File: src/rtl/ocu_pkg.sv
package ocu_pkg;
  localparam int CH_NUM = 2;
  localparam int SEL_W  = (CH_NUM > 1) ? $clog2(CH_NUM) : 1;

  // Strobes from control to datapath, one bit per channel
  typedef struct packed {
    logic [CH_NUM-1:0] cmpWr;
    logic [CH_NUM-1:0] flagSet;
    logic [CH_NUM-1:0] flagClr;
  } ocuStrb_t;
endpackage

File: src/rtl/ocu_ctrl.sv
module ocu_ctrl
  import ocu_pkg::*;
(
  input  logic              clk,
  input  logic              rstN,
  input  logic              tickEn,
  input  logic [CH_NUM-1:0] matchVec,
  input  logic              cmpWrEn,
  input  logic [SEL_W-1:0]  cmpWrSel,
  input  logic              flagClrEn,
  input  logic [CH_NUM-1:0] flagClrData,
  input  logic [CH_NUM-1:0] intAck,
  output ocuStrb_t          strb
);

  // One pending bit per channel: a match waiting for the next tick
  logic [CH_NUM-1:0] pendQ;

  always_ff @(posedge clk or negedge rstN) begin
    if (!rstN) begin
      pendQ <= '0;
    end else begin
      for (int ch = 0; ch < CH_NUM; ch++) begin
        if (tickEn) pendQ[ch] <= matchVec[ch];
        else        pendQ[ch] <= pendQ[ch] | matchVec[ch];
      end
    end
  end

  always_comb begin
    for (int ch = 0; ch < CH_NUM; ch++) begin
      strb.cmpWr[ch]   = cmpWrEn && (cmpWrSel == SEL_W'(ch));
      strb.flagSet[ch] = tickEn && pendQ[ch];
      strb.flagClr[ch] = intAck[ch] || (flagClrEn && flagClrData[ch]);
    end
  end

  generate
    for (genvar g = 0; g < CH_NUM; g++) begin : g_chk
      // a flag set is only issued on a timer tick
      assert_set_on_tick_R4: assert property (@(posedge clk) disable iff (!rstN)
        strb.flagSet[g] |-> tickEn);
      // a match during a low enable is remembered
      assert_pend_held_R5: assert property (@(posedge clk) disable iff (!rstN)
        (matchVec[g] && !tickEn) |=> pendQ[g]);
      // a pending match survives idle cycles
      assert_pend_keep_R5: assert property (@(posedge clk) disable iff (!rstN)
        (pendQ[g] && !tickEn) |=> pendQ[g]);
      // only the selected channel receives a write
      assert_wr_select_R2: assert property (@(posedge clk) disable iff (!rstN)
        $onehot0(strb.cmpWr));
    end
  endgenerate

endmodule

File: src/rtl/ocu_datapath.sv
module ocu_datapath
  import ocu_pkg::*;
#(
  parameter int CNT_W = 8
) (
  input  logic                     clk,
  input  logic                     rstN,
  input  ocuStrb_t                 strb,
  input  logic [CNT_W-1:0]         cmpWrData,
  input  logic [CNT_W-1:0]         cntVal,
  input  logic [CH_NUM-1:0]        intEn,
  output logic [CH_NUM-1:0]        matchVec,
  output logic [CH_NUM-1:0]        flagVec,
  output logic [CH_NUM-1:0]        irqVec,
  output logic [CH_NUM*CNT_W-1:0]  cmpRegFlat
);

  logic [CNT_W-1:0] cmpReg [CH_NUM];

  always_ff @(posedge clk or negedge rstN) begin
    if (!rstN) begin
      for (int ch = 0; ch < CH_NUM; ch++) cmpReg[ch] <= '0;
    end else begin
      for (int ch = 0; ch < CH_NUM; ch++)
        if (strb.cmpWr[ch]) cmpReg[ch] <= cmpWrData;
    end
  end

  // Set has priority over clear
  always_ff @(posedge clk or negedge rstN) begin
    if (!rstN) begin
      flagVec <= '0;
    end else begin
      for (int ch = 0; ch < CH_NUM; ch++) begin
        if (strb.flagSet[ch])      flagVec[ch] <= 1'b1;
        else if (strb.flagClr[ch]) flagVec[ch] <= 1'b0;
      end
    end
  end

  generate
    for (genvar g = 0; g < CH_NUM; g++) begin : g_ch
      assign matchVec[g] = (cntVal == cmpReg[g]);
      assign irqVec[g]   = flagVec[g] & intEn[g];
      assign cmpRegFlat[g*CNT_W +: CNT_W] = cmpReg[g];

      // a write lands the data on the selected channel
      assert_wr_load_R2: assert property (@(posedge clk) disable iff (!rstN)
        strb.cmpWr[g] |=> (cmpReg[g] == $past(cmpWrData)));
      // an unselected register keeps its value
      assert_reg_keep_R11: assert property (@(posedge clk) disable iff (!rstN)
        !strb.cmpWr[g] |=> $stable(cmpReg[g]));
      // a flag only rises after a set strobe
      assert_rise_cause_R4: assert property (@(posedge clk) disable iff (!rstN)
        $rose(flagVec[g]) |-> $past(strb.flagSet[g]));
      // set wins over a clear in the same cycle
      assert_set_wins_R9: assert property (@(posedge clk) disable iff (!rstN)
        strb.flagSet[g] |=> flagVec[g]);
      // a clear without a set empties the flag
      assert_clear_R7: assert property (@(posedge clk) disable iff (!rstN)
        (strb.flagClr[g] && !strb.flagSet[g]) |=> !flagVec[g]);
      // a set flag stays set with no clear
      assert_sticky_R6: assert property (@(posedge clk) disable iff (!rstN)
        (flagVec[g] && !strb.flagClr[g]) |=> flagVec[g]);
      // a request needs its enable
      assert_irq_gate_R10: assert property (@(posedge clk) disable iff (!rstN)
        irqVec[g] |-> (intEn[g] && flagVec[g]));
    end
  endgenerate

endmodule

File: src/rtl/dual_compare_unit.sv
module dual_compare_unit
  import ocu_pkg::*;
#(
  parameter int CNT_W = 8
) (
  input  logic                     clk,
  input  logic                     rstN,
  input  logic                     tickEn,
  input  logic [CNT_W-1:0]         cntVal,
  input  logic                     cmpWrEn,
  input  logic [SEL_W-1:0]         cmpWrSel,
  input  logic [CNT_W-1:0]         cmpWrData,
  input  logic                     flagClrEn,
  input  logic [CH_NUM-1:0]        flagClrData,
  input  logic [CH_NUM-1:0]        intEn,
  input  logic [CH_NUM-1:0]        intAck,
  output logic [CH_NUM-1:0]        matchOut,
  output logic [CH_NUM-1:0]        flagOut,
  output logic [CH_NUM-1:0]        irqOut,
  output logic [CH_NUM*CNT_W-1:0]  cmpRegOut
);

  ocuStrb_t          strb;
  logic [CH_NUM-1:0] matchVec;

  ocu_ctrl ctrl_i (
    .clk        (clk),
    .rstN       (rstN),
    .tickEn     (tickEn),
    .matchVec   (matchVec),
    .cmpWrEn    (cmpWrEn),
    .cmpWrSel   (cmpWrSel),
    .flagClrEn  (flagClrEn),
    .flagClrData(flagClrData),
    .intAck     (intAck),
    .strb       (strb)
  );

  ocu_datapath #(.CNT_W(CNT_W)) dp_i (
    .clk       (clk),
    .rstN      (rstN),
    .strb      (strb),
    .cmpWrData (cmpWrData),
    .cntVal    (cntVal),
    .intEn     (intEn),
    .matchVec  (matchVec),
    .flagVec   (flagOut),
    .irqVec    (irqOut),
    .cmpRegFlat(cmpRegOut)
  );

  assign matchOut = matchVec;

  // state is clear while reset is held
  always @(posedge clk) begin
    if (!rstN) begin
      assert_reset_state_R1: assert (flagOut == '0 && cmpRegOut == '0);
    end
  end

endmodule

File: config.mk
export PLATFORM = sky130hd
export DESIGN_NAME = dual_compare_unit
export DESIGN_NICKNAME = d
export VERILOG_FILES = /design/src/rtl/ocu_pkg.sv /design/src/rtl/ocu_ctrl.sv /design/src/rtl/ocu_datapath.sv /design/src/rtl/dual_compare_unit.sv
export SDC_FILE = /design/constraint.sdc
export NUM_CORES = 1
export LEC_CHECK = 0
export ABC_AREA = 1
export BUFFER_PORTS_ARGS = -buffer_cell sky130_fd_sc_hd__buf_2
export CAP_MARGIN = 15
export CORE_UTILIZATION = 40
export CTS_CLUSTER_DIAMETER = 30
export CTS_CLUSTER_SIZE = 28
export DETAILED_ROUTE_END_ITERATION = 10
export GPL_TIMING_DRIVEN = 0
export PLACE_DENSITY_LB_ADDON = 0.08
export SLEW_MARGIN = 20
export SYNTH_ARGS = -nofsm -noshare
export SYNTH_HDL_FRONTEND = slang
export SYNTH_SLANG_ARGS = --single-unit
export TNS_END_PERCENT = 30
File: constraint.sdc
create_clock -name clk -period 1.15 [get_ports clk]
set_input_delay 0.1725 -clock clk [delete_from_list [all_inputs] [get_ports clk]]
set_output_delay 0.1725 -clock clk [all_outputs]
set_load 0.005 [all_outputs]
==> results list, run 1 <==
* Number of clock sinks: 20
* Initial drt markers: 7
- The die covers 3020 um^2.
- The repair_antennas step left the layout with diodes totalling 0.
* Hold WC Path Type: input pin to flip-flop
- Compared with the post-synthesis result, the final layout area differs by 40.2%.
- Once routing completed, OpenROAD measured the worst setup slack at -309 ps.
- Number of flip-flops and latches in the synthesized netlist: 20
- In this run the critical register-to-register path is launched from dp_i.cmpRegFlat[2]$_DFFE_PN0P_.
- Worst R2R End: ctrl_i.pendQ[0]$_DFF_PN0_
- First-pass GRT wire length: 3.64 mm
* Pins over their slew limit: 0
- Number of levels the H-tree was split into: 1
- In this run the core area contains 18 standard-cell rows.
- R2r worst-path depth: 5
- The number of clock buffers added by TritonCTS is 3.
- HPWL Detailed: 1.88 mm
- Setup TNS: -681 ps
- STA puts the critical path data arrival time at 1290 ps.
- Maximum number of pins on one net before global-route repair: 21
* Slowest cell on the critical path: dfrtp_1
* Number of placed instances, taps included: 224
* Crit Path Class: flip-flop to primary output
- The floorplan step set the die width to 54.9 um.
* Min-Delay Path Depth: 2
- The first detailed-routing pass took 4 iterations.
* Time the worst path needs with I/O delays and setup: 1460 ps
- For this design the ratio of total power to cell area is 1140 nW/um^2.
* Post-Syn Area per Cell: 7.73 um^2
- Clock-pin slew was measured on the worst setup and hold paths at 120 ps.
- Worst max-slew margin expressed relative to the limit: 0.687
- Worst setup slack for register-to-register paths: 220 ps
- Total net switching power: 0.000532 W
* Clock Power Share: 0.231
* Residual DRC: 0
- Global-route usage over all layers: 0.175
* Number of synthesis warnings: 0
* Share of post-route cells with drive strength above 1: 0.406
* Endpoint class of the critical path: primary output
- At the end of the flow, the number of nets in the layout was 236.
- Timing would allow up to 686 MHz.
- Measured along the y axis, the die boundary spans 54.9 um.
* Result of the run: finished, violations left
* Post-route insts no fill: 237
- Internal: 0.00126 W
- Crit share post-route: 1.27
- Worst ir drop on vdd: 0.980 mV
- STA classifies the critical path startpoint as a flip-flop.
- In the final routed layout, each cell accounts on average for 10.8 um.
- Via count of the routed design: 1057
- Initial antenna violation count: 0
- The number of hold violations in the final report came to 0.
- RSZ-0062 raised after global routing: true
- TritonCTS built the clock tree.
- Maximum fanout count along the critical path: 2
- Core region area: 2570 um^2
- Vias in the first global route: 914
- Post-DRT Antenna Nets: 0
* Violated checks: setup timing
- Launch point of the worst hold path: tickEn
- Data required time of the worst path: 980 ps
- Sw Share: 0.297
* Delay of the slowest critical-path stage: 440 ps
- Leakage power total: 0.957 nW
- The number of nets in the synthesized netlist is 173.
- Global route total overflow: 0
- Filler Cell Count: 242
- Clock Latency Late Sink: 290 ps
- The cell that appears most often on the critical path is nand2_1.
- Cells along the critical path: xnor2_2 -> nand2_1 -> nor2_1 -> nand2_1 -> inv_1 -> buf_2
- Sequential element share of the synthesized area: 0.446
* Initial core utilization: 0.437
* Part of the total power dissipated in sequential elements: 0.470
- Total power for the finished layout comes to 0.00179 W.
* Weighted congestion at the end of routability-driven global placement: 0.711
- Wires add up to 2.55 mm.
- Using the TritonRoute via totals, the vias-per-cell ratio works out to 4.46.
* Max-capacitance violation count: 0
- The share of total power dissipated in combinational logic is 0.299.
- Input and output buffers added on the ports amount to 49.
- Setup violations remaining at the end of the flow were counted as 3.
* Hold Crit Endpoint: dp_i.flagVec[0]$_DFFE_PN0P_
- For the pin with the worst max-slew slack, the measured transition is 470 ps.
- 50 I/O pins were placed.
* Root buffer cell: clkbuf_4
- Max Root-Sink Buffers: 2
- Post-Syn Area: 1120 um^2
* Post-Syn Instances: 145
- Final setup skew: 1.77 ps
- Cell variety after synth: 11
-- power by group through the flow --
stage | logic, W | registers [W] | clock network, W
after CTS | 0.000468 | 0.000838 | 0.000431
final | 0.000535 | 0.000842 | 0.000412
after global placement | 0.000415 | 0.000853 | 0
after detailed placement | 0.000425 | 0.000859 | 0
after global routing | 0.000601 | 0.000852 | 0.000459
after floorplan | 0.000239 | 0.000859 | 0
-- how the worst max path moves through the flow --
| stage | start | endpoint | slack (ps) | cells past startpoint |
|---|---|---|---|---|
| global route | dp_i.cmpRegFlat[10]$_DFFE_PN0P_ | matchOut[1] | -420 | 6 |
| detailed placement | dp_i.cmpRegFlat[3]$_DFFE_PN0P_ | matchOut[0] | 10 | 6 |
| floorplan | dp_i.cmpRegFlat[6]$_DFFE_PN0P_ | matchOut[0] | 180 | 5 |
| finish | dp_i.cmpRegFlat[2]$_DFFE_PN0P_ | matchOut[0] | -310 | 6 |
| CTS | dp_i.cmpRegFlat[3]$_DFFE_PN0P_ | matchOut[0] | -320 | 6 |
| global placement | dp_i.cmpRegFlat[3]$_DFFE_PN0P_ | matchOut[0] | 20 | 6 |
-- kinds of logic (layout without fill, tap and decap cells) --
family / Yosys count / after routing / share of synthesized area
xor+xnor: 6 / 6 / 0.0469
buf+inv: 31 / 93 / 0.121
flops: 20 / 20 / 0.446
simple gates: 68 / 68 / 0.237
compound gates: 20 / 20 / 0.150
-- what timing repair did --
item                                    4_1_cts  5_1_grt
endpoints found under the hold margin        20        0
gates resized for setup                       0       12
setup buffers                                 5        3
gates cloned                                  0        0
pin swaps                                     4        5
hold buffers                                  1        0
endpoints found under the setup margin        2        9
-- synthesized netlist by cell type (all sizes together) --
master	n	area, um^2
a21oi	2	10.0
a22o	2	17.5
buf	2	26.3
dfrtp	20	500
inv	29	109
nand2	64	250
nor2	4	15.0
o21ai	16	140
xnor2	6	52.6
-- cells in the final DEF, fill, tap and decap left out --
cell / synthesis / layout
nand2_1: 60 / 60
buf_2: 0 / 44
inv_1: 29 / 29
dfrtp_1: 20 / 20
o21ai_2: 16 / 16
buf_6: 1 / 12
xnor2_1: 6 / 5
nor2_1: 4 / 4
nand2_2: 4 / 4
clkbuf_4: 0 / 3
a21oi_1: 2 / 2
a22o_1: 2 / 2
buf_4: 0 / 2
xnor2_2: 0 / 1
buf_8: 1 / 1
clkbuf_8: 0 / 1
dlygate4sd3_1: 0 / 1
-- final cells by class --
class | count | area [um^2] | area share
Buffer | 2 | 26.3 | 0.0167
Clock buffer | 4 | 36.3 | 0.0231
Inverter | 29 | 109 | 0.0693
Multi-Input combinational cell | 94 | 493 | 0.314
Sequential cell | 20 | 500 | 0.318
Tap cell | 30 | 37.5 | 0.0239
Timing Repair Buffer | 58 | 369 | 0.235
-- stage by stage --
| step | area, um^2 | hold slack, ps | utilization | setup WS, ps |
|---|---|---|---|---|
| 6_report | 1570 | 136 | 0.612 | -309 |
| 5_1_grt | 1570 | 123 | 0.612 | -423 |
| 4_1_cts | 1490 | 125 | 0.579 | -318 |
| 3_5_place_dp | 1400 | 150 | 0.547 | 14.7 |
| 3_3_place_gp | 1400 | 143 | 0.547 | 21.0 |
| 2_1_floorplan | 1120 | -123 | - | 176 |
-- critical path, delay by kind of cell, from the launching register on --
kind | cells | cell delay (ps)
DFF | 1 | 440
and+or+nand+nor | 3 | 260
buffers and inverters | 2 | 160
xor gates and xnor gates | 1 | 130
-- routing by layer --
metal	vias up	global-route usage	part of all wire
met1	476	0.208	0.46
met5	-	0	0
li1	554	-	-
met3	2	0.0246	0.038
met4	0	0.0500	0.0059
met2	25	0.323	0.49
-- state kept, by name, summed over array words and instances, names as in the netlist --
| signal | count |
|---|---|
| ctrl_i.pendQ | 2 |
| dp_i.cmpRegFlat | 16 |
| dp_i.flagVec | 2 |
(Power assumes the default switching activity.)
==> run 2: changes to the inputs <==
--- a/config.mk
+++ b/config.mk
@@ -17,5 +17,6 @@
 export SLEW_MARGIN = 20
 export SYNTH_ARGS = -nofsm -noshare
 export SYNTH_HDL_FRONTEND = slang
+export SYNTH_HIERARCHICAL = 1
 export SYNTH_SLANG_ARGS = --single-unit
 export TNS_END_PERCENT = 30
==> run 2 against run 1 <==
Clock skew barely moved. The run still ends with setup timing left. Fmax fell by 1.1%. Critical path depth rose by 1. Combinational power fell by 22%. Highest routed layer unchanged. Worst setup slack got worse by 16 ps. Largest cell class unchanged. Critical endpoint is now matchOut[1]. Via count rose by 9.6%.
==> results list, run 2 <==
- Met3 routing resource usage after global routing: 0.0278
- Fin nets: 254
* Synth Flop Type: dfrtp_1
- The critical path ends at matchOut[1].
- STA classifies the critical path startpoint as a flip-flop.
* GR Util met2: 0.337
- Across the routed clock network, the largest skew measured is 1.83 ps.
- R2r worst-path depth: 9
- Clock Latency Late Sink: 290 ps
- Derived from the worst setup path, the maximum achievable clock frequency is 678 MHz.
* Commonest non-fill, non-tap cell in the layout: nand2_1
- Post-Syn Area: 1090 um^2
* Core region area: 2520 um^2
* Violated checks: setup timing
* Number of flip-flops and latches in the synthesized netlist: 20
- Across all setup checks in the final design, the least slack found is -325 ps.
* Vias in the first global route: 969
* Root buffer cell: clkbuf_4
- For this design the ratio of total power to cell area is 1140 nW/um^2.
* Largest area contributor in the synthesized netlist: dfrtp_1
- First-pass GRT wire length: 4.05 mm
- STA classifies the critical path endpoint as a primary output.
- Maximum number of pins on one net before global-route repair: 21
- Counting flops with an async set or reset pin after synthesis yields a share of 1.00.
- The library cells used most frequently in the layout, excluding fill and tap cells, are 81 x nand2_1, 49 x buf_2, 28 x inv_1, 20 x dfrtp_1, 11 x o21ai_0.
- RSZ-0062 raised after global routing: true
- By instance count, the cell type seen most on the critical path is nand2_1.
- Number of clock sinks: 20
- The number of antenna diodes in the final layout is 0.
- Setup slack on the worst reg-to-reg path comes out at 30 ps.
* Net count after synthesis: 197
- Time the worst path needs with I/O delays and setup: 1470 ps
- Weighted congestion at the end of routability-driven global placement: 0.671
- Final Hold Vio Count: 0
- Number of setup violations in the final report: 2
* Via count of the routed design: 1159
- Die Width: 54.3 um
- Post-DRT Antenna Nets: 0
* Final wirelength: 2.58 mm
- STA puts the critical path data arrival time at 1300 ps.
* Clock Power Share: 0.240
- Most numerous cell in the Yosys netlist: nand2_1
* Global route total overflow: 0
* Global-route usage over all layers: 0.196
* Cell variety after synth: 9
- Synthesis produced 169 cells.
* Maximum fanout count along the critical path: 3
- Sequential element share of the synthesized area: 0.457
* Total net switching power: 0.000498 W
- Max Root-Sink Buffers: 2
* Sw Share: 0.301
* Clock tree from TritonCTS: yes
- Post-Syn Area per Cell: 6.48 um^2
- GRT busiest layer: met2
- Finished Core Util: 0.573
- At the pin with the least slew margin, the transition time is 490 ps.
- The internal portion of the total power is 0.00116 W.
- Headroom to the max-slew limit came out at 0.672.
- In the final layout, the share of cells above drive strength 1 is 0.307.
* Std cell rows: 18
- Pins over their slew limit: 0
* Hold WC Path Type: input pin to flip-flop
- After detailed routing, the number of remaining DRC violations is 0.
- Initial antenna violation count: 0
- The flow ran to the end, but the final reports show violations.
* Number of synthesis warnings: 6
- The critical path is of the flip-flop to primary output type.
- In this run the static leakage power is 0.919 nW.
* Die footprint: 2950 um^2
- Per-cell routed wire length: 10.1 um
- Post-synth EDFFs: 0
- The worst register-to-register path begins at dp_i/cmpRegFlat[14]$_DFFE_PN0P_.
* HPWL Detailed: 1.99 mm
* Gate power share: 0.253
- Initial core utilization: 0.434
- Clock edge transition at the registers on the reported setup and hold paths: 110 ps
* Yosys top cell area share: 0.457
- Number of vias per cell after detailed routing: 4.55
- The floorplan step set the die height to 54.3 um.
* Part of the total power dissipated in sequential elements: 0.507
- Across the VDD grid, the largest voltage drop is 0.811 mV.
- Counting both buffers and inverters, the worst setup path holds a total of 2.
- The commonest cells after synthesis are 81 x nand2_1, 30 x inv_1, 20 x dfrtp_1, 11 x nor2_1, 11 x o21ai_0.
- At the worst endpoint, the required time is 980 ps.
- 1st-pass router iterations: 4
- The register with the most flip-flops in the layout has 16 of them.
- Cells along the critical path: inv_1 -> nand2_1 -> nand2_1 -> nor2_1 -> nand2_1 -> nor2_2 -> buf_2
- In this design, the largest share of critical-path delay is due to simple AND/OR/NAND/NOR gates.
* Stages on worst setup path: 7
- Pin placement for this block handled 50 I/O pins.
- The worst register-to-register path ends at ctrl_i/pendQ[1]$_DFF_PN0_.
* Number of levels the H-tree was split into: 1
- Crit share post-route: 1.28
- On the worst path, the slowest cell contributes a delay of 370 ps.
- Sorting the synthesized cells by area gives the leading types as dfrtp_1 46%, nand2_1 28%, inv_1 10%, o21ai_0 5.0%, nor2_1 3.8%.
- The slowest stage of the critical path belongs to the cell dfrtp_1.
- Launch point of the worst path: dp_i/cmpRegFlat[14]$_DFFE_PN0P_
- Across the run, the number of max-cap violations was 0.
- Port Buffers: 49
* Setup TNS: -635 ps
- TritonCTS created 3 clock buffers.
* Worst Hold Margin: 95.5 ps
- For met1 alone, demand over resource in global routing was 0.245.
- The detailed router finished its first iteration with 19 violations.
- From synthesis to final layout, the design area changed by 32.1%.
## run 2: area by class of cell
cell class	count	area, um^2
flip-flops and latches	20	500
repair buffers	52	270
plain buffers	2	15.0
multi-input cells	110	448
fillers	244	1080
well taps	30	37.5
clock buffers	4	36.3
inverters	37	139
## run 2: metal layers
layer | wire length, um | vias up
met2 | 1200 | 43
met4 | 19 | 0
met5 | 0 | -
li1 | - | 607
met3 | 166 | 2
met1 | 1190 | 507
## run 2: cells by family (layout without fill, tap and decap cells)
group / count (synthesis) / after routing / synth area share
AO/OA/AOI/OAI: 18 / 18 / 0.0868
buffers and inverters: 39 / 95 / 0.141
flip-flops: 20 / 20 / 0.457
AND/OR/NAND/NOR: 92 / 92 / 0.315
## run 2: worst min path at each step
stage | startpoint | endpoint | depth (start not counted)
5_1_grt | cmpWrData[5] | dp_i/cmpRegFlat[5]$_DFFE_PN0P_ | 3
3_3_place_gp | rstN | dp_i/cmpRegFlat[7]$_DFFE_PN0P_ | 1
6_report | cmpWrData[1] | dp_i/cmpRegFlat[1]$_DFFE_PN0P_ | 3
2_1_floorplan | rstN | ctrl_i/pendQ[0]$_DFF_PN0_ | 0
3_5_place_dp | rstN | dp_i/cmpRegFlat[7]$_DFFE_PN0P_ | 1
4_1_cts | cmpWrData[1] | dp_i/cmpRegFlat[1]$_DFFE_PN0P_ | 3
## run 2: worst register-to-register path, delay by kind of cell, from the launching register on
kind                   cells  cell delay [ps]
DFF                        1              370
and+or+nand+nor            6              490
buffers and inverters      3              200
## run 2: stage by stage
stage,instances,total power [W],instance area [um^2],worst slack (ps)
finish,255,0.00165,1450,-325
global route,255,0.00179,1450,-442
CTS,254,0.00168,1440,-337
detailed placement,248,0.00125,1380,-32.9
global placement,248,0.00124,1380,-15.8
floorplan,169,0.00105,1090,199
## run 2: power groups by stage
stage / clock, W / sequential (W) / combinational, W
after floorplan: 0 / 0.000854 / 0.000199
after global placement: 0 / 0.000844 / 0.000393
after detailed placement: 0 / 0.000850 / 0.000405
after CTS: 0.000423 / 0.000836 / 0.000422
after global routing: 0.000460 / 0.000849 / 0.000481
final: 0.000397 / 0.000838 / 0.000418
## run 2: repair_timing
action                     in CTS  in global routing
hold buffers                    1                  0
setup endpoints to repair       2                  4
setup buffers                   1                  1
pin swaps                       7                  5
resized for setup               3                  2
hold endpoints to repair       20                  0
==> run 3: changes to the inputs <==
--- a/config.mk
+++ b/config.mk
@@ -10,10 +10,11 @@
 export CAP_MARGIN = 15
 export CORE_UTILIZATION = 40
 export CTS_CLUSTER_DIAMETER = 30
-export CTS_CLUSTER_SIZE = 28
 export DETAILED_ROUTE_END_ITERATION = 10
 export GPL_TIMING_DRIVEN = 0
+export HOLD_SLACK_MARGIN = 0.12
 export PLACE_DENSITY_LB_ADDON = 0.08
+export SKIP_CTS_REPAIR_TIMING = 1
 export SLEW_MARGIN = 20
 export SYNTH_ARGS = -nofsm -noshare
 export SYNTH_HDL_FRONTEND = slang
==> run 3 against run 2 <==
The run still ends with setup timing left. Largest power group unchanged. Wire length up 3.0%. Critical path depth unchanged. First-iteration DRC count down 5.3%.
==> results list, run 3 (same netlist as run 2, synthesis figures left out) <==
- Residual DRC: 0
* Final wirelength: 2.66 mm
* Routing usage on met1: 0.245
- Registers take 500 um^2.
- Launch point of the worst hold path: intAck[0]
- The top cell types in the final layout, fill and taps aside, are 81 x nand2_1, 49 x buf_2, 27 x inv_1, 20 x dfrtp_1, 11 x o21ai_0.
* HPWL Detailed: 1.99 mm
* Area overhead of the layout relative to synthesis: 40.3%
* RSZ-0062 raised after global routing: true
- Post-DRT Antenna Nets: 0
- Maximum number of pins on one net before global-route repair: 21
- Max FFs per register: 16
- The initial utilization of the core area, before any placement, comes to 0.434.
- At the later pin of the worst-skew pair, clock insertion delay measures 290 ps.
- Initial drt markers: 18
- Overall power of the completed layout: 0.00168 W
* GRT busiest layer: met2
* Share of post-route cells with drive strength above 1: 0.299
* Worst max-slew margin expressed relative to the limit: 0.682
- Counting stages on the worst path, the most repeated cell is nand2_1.
- The multi-input combinational cells in the finished layout cover a total of 448 um^2.
- STA classifies the critical path startpoint as a flip-flop.
- Clock tree from TritonCTS: yes
- The slowest stage of the critical path is the dfrtp_1 cell.
- STA puts the critical path data required time at 980 ps.
- Min-Delay Path Depth: 4
- The routed design could run at a clock period as short as 1460 ps.
* Port Buffers: 49
* Maximum fanout count along the critical path: 3
- Dividing the final minimum period by the clock period gives 1.27.
* 1st-pass router iterations: 4
* Sum of buffers and inverters on the critical path: 2
- Endpoint class of the critical path: primary output
- GR Util met2: 0.337
- The clock passes through at most 2 buffers.
- Cell area after placement: 1380 um^2
* I/O pin cnt: 50
- Number of levels the H-tree was split into: 1
- Per-cell routed wire length: 10.1 um
- In this run the horizontal extent of the chip is 54.3 um.
* Initial antenna violation count: 0
- Setup violations remaining at the end of the flow were counted as 2.
* Clock edge transition at the registers on the reported setup and hold paths: 110 ps
* Worst ir drop on vdd: 0.830 mV
* Transition time at the pin with the least slew margin: 475 ps
- Post-route design area: 1540 um^2
- Cells along the critical path: inv_1 -> nand2_1 -> nand2_1 -> nor2_1 -> nand2_1 -> nor2_2 -> buf_2
- Final setup skew: 3.64 ps
- R2r worst-path depth: 9
- The count of pins over their slew limit came to 0.
- Data arrival time of the critical path: 1290 ps
- Fin nets: 263
- Worst R2R End: ctrl_i/pendQ[1]$_DFF_PN0_
- Worst setup slack after placement: -32.9 ps
* Max-capacitance violation count: 0
* Crit Path Class: flip-flop to primary output
- Weighted congestion at the end of routability-driven global placement: 0.671
- Global-route usage over all layers: 0.196
- Core region area: 2520 um^2
- Number of vias per cell after detailed routing: 4.43
* Std cell rows: 18
- The number of global-route vias before repair came to 969.
- Dividing total power by cell area gives a power density of 1090 nW/um^2.
- Setup slack on the worst reg-to-reg path comes out at 40 ps.
- Die footprint: 2950 um^2
* Delay of the slowest critical-path stage: 380 ps
- CTS placed an instance of clkbuf_4 at the clock tree root.
- The total overflow left after global routing is 0.
* Maximum clock frequency: 686 MHz
* Final worst setup slack: -308 ps
- Result of the run: finished, violations left
* Filler Cell Count: 239
* Category of cells accounting for the largest share of critical-path delay: simple AND/OR/NAND/NOR gates
- The library cell used most frequently in the layout, excluding fill and tap cells, is nand2_1.
* Antenna fix cells: 0
- The worst hold path belongs to the class input pin to flip-flop.
- The number of hold violations in the final report was 0.
* Die boundary height: 54.3 um
* Leakage power total: 0.955 nW
- Via count of the routed design: 1170
* Hold Crit Endpoint: dp_i/flagVec[0]$_DFFE_PN0P_
* Violated checks: setup timing
* First-pass GRT wire length: 4.05 mm
* Number of clock sinks: 20
* Reg-to-reg startpoint: dp_i/cmpRegFlat[15]$_DFFE_PN0P_
- TritonCTS buffer count: 3
* Met3 routing resource usage after global routing: 0.0278
[run 3: how the worst max path moves through the flow]
stage               slack, ps           to                       startpoint  cells past startpoint
floorplan                 200  matchOut[1]  dp_i/cmpRegFlat[15]$_DFFE_PN0P_                      6
finish                   -310  matchOut[1]  dp_i/cmpRegFlat[15]$_DFFE_PN0P_                      7
detailed placement        -30  matchOut[0]   dp_i/cmpRegFlat[6]$_DFFE_PN0P_                      7
CTS                      -390  matchOut[0]   dp_i/cmpRegFlat[6]$_DFFE_PN0P_                      7
global placement          -20  matchOut[1]  dp_i/cmpRegFlat[15]$_DFFE_PN0P_                      7
global route             -420  matchOut[1]  dp_i/cmpRegFlat[11]$_DFFE_PN0P_                      7
[run 3: metal layers]
metal / vias up / routed length, um
li1: 622 / -
met4: 0 / 19
met1: 507 / 1190
met2: 39 / 1290
met5: - / 0
met3: 2 / 160
[run 3: where the power goes]
part | leakage, nW | internal, W | switching [W]
clock | 0.0210 | 0.000193 | 0.000207
combinational | 0.681 | 0.000203 | 0.000239
sequential | 0.252 | 0.000780 | 0.0000586
[run 3: area by class of cell]
type / instances / share of cell area
inverter: 37 / 0.0904
multi-input combinational: 110 / 0.292
timing repair buffer: 61 / 0.235
tap: 30 / 0.0244
buffer: 2 / 0.00977
sequential: 20 / 0.326
clock buffer: 4 / 0.0236
[run 3: per-stage QoR]
| step | setup TNS, ps | utilization | instances | hold WS, ps |
|---|---|---|---|---|
| 2_1_floorplan | 0 | - | 169 | -123 |
| 3_3_place_gp | -50.3 | 0.546 | 248 | 151 |
| 3_5_place_dp | -46.2 | 0.546 | 248 | 148 |
| 4_1_cts | -748 | 0.561 | 252 | -191 |
| 5_1_grt | -925 | 0.609 | 264 | 122 |
| 6_report | -592 | 0.609 | 264 | 127 |
[run 3: worst reg2reg max path, delay by kind of cell, from the launching register on]
family                 cells  cell delay, ps
buffers and inverters      3             200
flip-flops                 1             380
AND/OR/NAND/NOR            6             480
